$ cat config.mk
export PLATFORM = sky130hd
export DESIGN_NAME = slot_branch_resolver
export DESIGN_NICKNAME = d
export VERILOG_FILES = /design/src/rtl/slot_branch_resolver.sv
export SDC_FILE = /design/constraint.sdc
export NUM_CORES = 1
export LEC_CHECK = 0
export CORE_UTILIZATION = 50
export CTS_CLUSTER_DIAMETER = 60
export DETAILED_ROUTE_END_ITERATION = 16
export DONT_BUFFER_PORTS = 1
export PLACE_DENSITY = 0.72
export SYNTH_ARGS = -nofsm -noshare
export SYNTH_HDL_FRONTEND = slang
export SYNTH_SLANG_ARGS = --single-unit
$ cat constraint.sdc
create_clock -name clk -period 5.6 [get_ports clk]
set_input_delay 0 -clock clk [delete_from_list [all_inputs] [get_ports clk]]
set_output_delay 0 -clock clk [all_outputs]
set_load 0.005 [all_outputs]
$ cat src/rtl/slot_branch_resolver.sv
module slot_branch_resolver #(
  parameter int XLEN = 32,
  parameter int OFFW = 16
) (
  input  logic            clk,
  input  logic            rst_n,
  input  logic            ex_valid,
  input  logic [2:0]      ex_op,
  input  logic [XLEN-1:0] ex_rs,
  input  logic [XLEN-1:0] ex_rt,
  input  logic [XLEN-1:0] ex_pc,
  input  logic [OFFW-1:0] ex_off,
  input  logic            ex_fault,
  output logic            br_taken,
  output logic            redirect_valid,
  output logic [XLEN-1:0] redirect_pc,
  output logic            ex_in_slot,
  output logic            fault_valid,
  output logic [XLEN-1:0] epc_first,
  output logic [XLEN-1:0] epc_second
);
  localparam int          EXTW    = XLEN - OFFW - 2;
  localparam logic [2:0]  OP_NONE = 3'd0;
  localparam logic [2:0]  OP_EQ   = 3'd1;
  localparam logic [2:0]  OP_NE   = 3'd2;
  localparam logic [2:0]  OP_LTZ  = 3'd3;
  localparam logic [2:0]  OP_GEZ  = 3'd4;
  localparam logic [2:0]  OP_LEZ  = 3'd5;
  localparam logic [2:0]  OP_GTZ  = 3'd6;
  localparam logic [2:0]  OP_JMP  = 3'd7;

  logic            mismatch, rs_neg, rs_zero, cond, fault_now;
  logic [XLEN-1:0] seq_pc, target;
  logic            slot_q, slot_tk_q;
  logic [XLEN-1:0] slot_tgt_q;

  assign mismatch = |(ex_rs ^ ex_rt);
  assign rs_neg   = ex_rs[XLEN-1];
  assign rs_zero  = ~|ex_rs;

  always_comb begin
    case (ex_op)
      OP_EQ:   cond = ~mismatch;
      OP_NE:   cond = mismatch;
      OP_LTZ:  cond = rs_neg;
      OP_GEZ:  cond = ~rs_neg;
      OP_LEZ:  cond = rs_neg | rs_zero;
      OP_GTZ:  cond = ~rs_neg & ~rs_zero;
      OP_JMP:  cond = 1'b1;
      default: cond = 1'b0;
    endcase
  end

  assign seq_pc    = ex_pc + XLEN'(4);
  assign target    = seq_pc + {{EXTW{ex_off[OFFW-1]}}, ex_off, 2'b00};
  assign fault_now = ex_valid & ex_fault;

  assign br_taken       = ex_valid & cond;
  assign redirect_valid = br_taken & ~fault_now;
  assign redirect_pc    = target;

  always_ff @(posedge clk) begin
    if (!rst_n) begin
      slot_q     <= 1'b0;
      slot_tk_q  <= 1'b0;
      slot_tgt_q <= '0;
    end else if (ex_valid) begin
      slot_q     <= ~ex_fault & (ex_op != OP_NONE);
      slot_tk_q  <= cond;
      slot_tgt_q <= target;
    end
  end

  assign ex_in_slot  = ex_valid & slot_q;
  assign fault_valid = fault_now;
  assign epc_first   = ex_pc;
  assign epc_second  = (ex_in_slot & slot_tk_q) ? slot_tgt_q : seq_pc;

  a_r1_equal_taken: assert property (@(posedge clk) disable iff (!rst_n)
    (ex_valid && ex_op == OP_EQ && ex_rs == ex_rt) |-> br_taken);

  a_r3_always_redirects: assert property (@(posedge clk) disable iff (!rst_n)
    (ex_valid && ex_op == OP_JMP && !ex_fault) |-> redirect_valid);

  a_r5_slot_follows_branch: assert property (@(posedge clk) disable iff (!rst_n)
    (ex_valid && ex_op != OP_NONE && !ex_fault) |=> (ex_valid |-> ex_in_slot));

  a_r6_sequential_restart: assert property (@(posedge clk) disable iff (!rst_n)
    (fault_valid && !ex_in_slot) |-> (epc_second == epc_first + XLEN'(4)));

  a_r8_fault_quiet: assert property (@(posedge clk) disable iff (!rst_n)
    fault_valid |-> !redirect_valid);

  a_r8_no_slot_after_fault: assert property (@(posedge clk) disable iff (!rst_n)
    fault_valid |=> (ex_valid |-> !ex_in_slot));
endmodule

==> impl_metrics.ini <==
[cells_and_area]
finalNonFillerCells = 676
antenna_cells = 0
drive_gt1_share_pct = 11.9
nets = 703
syn_to_final_growth_pct = -1.90
stdcell_area_mm2 = 0.00485

[timing]
final_max_slew_viol_count = 0
period_share_pct = 57.1
grt_setup_unrepaired = no
finalSetupViolations = 0
hold_viol = 0
skew_ns = 0
period_needed_ns = 3.20
tightest_slew_ns = 0.796
fmax_ghz = 0.313
tns_ns = 0
slew_headroom_pct = 45.6

[logic_synthesis]
ys_warn_count = 0
synth.area.top_cells = dfxtp_1 (14%), xnor2_1 (13%), ha_1 (9.4%), mux2_2 (6.8%), buf_4 (5.5%)
yosysTopAreaCellShare_pct = 13.8
synth_cell_types = 73
synth-seq-cells = 34
yosysMostFrequentCell = xnor2_1
synthArstFlopShare_pct = 0
synth_area_mm2 = 0.00495
synth_fp_nets = 748
yosysTopAreaCell = dfxtp_1
synthCells = 591
syn_area_per_cell_um2 = 8.37
synth_edf_count = 0
synthFlopType = dfxtp_1
synth.top_cells.by_count = xnor2_1 (72), ha_1 (37), buf_4 (36), dfxtp_1 (34), nand2_1 (34)
yosysSeqAreaShare_pct = 13.8

[clock_tree]
tritoncts = done
postCtsSetupBuffers = 0
cts_buffer_depth = 2
clkLatencyLatePin_ns = 0.29
holdBufCountCts = 7
ctsResizeCount = 0
cts.htree.levels = 2
cts_root_buf = clkbuf_8
clock_sinks = 34
cts_buffers = 5

[placement]
port_buffers = 0
postPlaceCellArea_mm2 = 0.00467
place_congestion = 0.879
dp_hpwl_mm = 11.8
post-place-cells = 661

[die]
die_w_um = 101
die_h_um = 101
rows = 35
ios = 219
start_util_pct = 52.5
die-area_mm2 = 0.0103
design.core.area_mm2 = 0.00942

[global_routing]
grt_usage_pct = 28.9
grtUsageMet3_pct = 6.14
grt_busiest_layer = met2
grt_antenna_before_repair = 0
use_met2_pct = 56.1
use_met1_pct = 30.6
grt_pass1_vias = 4366
grt_first_pass_wirelength_mm = 22.7
grt_overflow = 0
grt_max_degree = 39

[detailed_routing]
drc = 0
drtIter0Drc = 294
dr.pass1.iters = 5
drt_wl_total_mm = 15.2
ant_nets = 0
wl_per_cell_um = 22.5
drt-vias-per-instance = 6.42
vias = 4343

[setup_path]
crit_fanout = 10
cp_common_cell = and3_1
cp.required_ns = 5.60
crit_chain = and4_1 > and3_1 > nand4_1 > xnor2_1 > ha_1 > o21ai_0 > or3_1 > a211o_1 > and3_1 > o311ai_2 > nor2_1 > xor2_1
end_kind = output pin
worst_ep_arrival_time_ns = 3.20
startpoint_type = input port
path_class = in -> out
slowest_stage = and3_1
max_stage_delay_ns = 0.43

[min_path]
hold_class = in -> out

[status]
status = complete, no violations

[pwr]
p_sw_uw = 348
powerDensity_mw_per_mm2 = 183
p_clk_share_pct = 22.8
vdd_drop_max_mv = 0.109
p_leak_uw = 0.00186
p_comb_share_pct = 45.3
pwr-share-seq_pct = 31.8
finalPower_uw = 890
p_sw_share_pct = 39.1
internal_power_uw = 542

[flow_run]
max_cap_viol_count = 0
## state kept, by name, summed over array words and instances, names as in the netlist
register / count
slot_q: 1
slot_tgt_q: 32
slot_tk_q: 1
## critical path: cells and delay by family
| kind | cells | cell delay, ns |
|---|---|---|
| simple gates | 6 | 1.58 |
| compound gates | 3 | 0.81 |
| xor+xnor | 2 | 0.38 |
| fa+ha+maj | 1 | 0.42 |
## layout by cell type, fill, tap and decap left out, types with 3 or more instances in the layout
master / n
a211oi_1: 4
a21o_1: 9
a21oi_1: 27
a221oi_2: 3
a311o_1: 6
a31oi_1: 5
and2_1: 5
and3_1: 11
and4_1: 7
clkbuf_8: 6
dfxtp_1: 34
dlygate4sd3_1: 5
ha_1: 37
inv_1: 15
mux2_2: 30
mux2i_1: 20
nand2_1: 34
nand3_1: 19
nand3b_1: 3
nand4_1: 30
nor2_1: 29
nor2b_1: 24
nor3_1: 8
nor4_1: 11
nor4b_1: 5
o211ai_1: 4
o21a_1: 4
o21ai_0: 9
o21bai_1: 4
or3_1: 5
xnor2_1: 72
xor2_1: 17
## path summary, 6_finish.rpt
check	startpoint	end	cells past startpoint	slack (ns)
setup / recovery	ex_pc[4]	redirect_pc[31]	12	2.40
hold / removal	ex_pc[31]	epc_first[31]	0	0.000003
setup reg to reg	slot_q$_SDFFE_PN0P_	slot_q$_SDFFE_PN0P_	3	4.35
hold reg to reg	slot_tgt_q[20]$_SDFFE_PN0P_	slot_tgt_q[20]$_SDFFE_PN0P_	2	0.49
## per-layer routing
metal	vias up	part of all wire, %
met5	-	0
met4	0	2.5
met3	35	8.5
met2	262	51
met1	2005	38
li1	2041	-
## final cells by class
cell class                      instances  area [um^2]
Tap cell                              129          161
Inverter                               15         56.3
Sequential cell                        34          681
Timing Repair Buffer                    8         97.6
Clock buffer                            7         86.3
Fill cell                             916         4560
Clock inverter                          1         5.00
Multi-Input combinational cell        482         3760
## power by group through the flow
stage	clock network [uW]	registers [uW]	logic [uW]
6_report	203	283	403
5_1_grt	215	286	440
4_1_cts	208	283	402
3_5_place_dp	0	288	384
3_3_place_gp	0	287	378
2_1_floorplan	0	283	349
## metrics by stage
| step | utilization [%] | setup slack, ns | hold WS, ns |
|---|---|---|---|
| 6_report | 51.5 | 2.40 | 0.00000280 |
| 5_1_grt | 51.5 | 2.13 | 0.0000126 |
| 4_1_cts | 51.5 | 2.41 | 0.0000608 |
| 3_3_place_gp | 49.6 | 2.34 | 0.0000626 |
| 2_1_floorplan | - | 2.74 | 0.0311 |
| 3_5_place_dp | 49.6 | 2.19 | 0.0000620 |
## cell families (layout without fill, tap and decap cells)
kind of cell,after synthesis,after routing,share of synthesized area [%]
flip-flops,34,34,13.8
adder cells (fa/ha/maj),38,38,9.76
AND/OR/NAND/NOR,201,201,23.2
multiplexers,50,50,10.9
buffers and inverters,75,31,10.1
XOR/XNOR,89,89,15.8
AO/OA/AOI/OAI,104,104,16.5
Note: power is estimated with default switching activity, not from simulation.
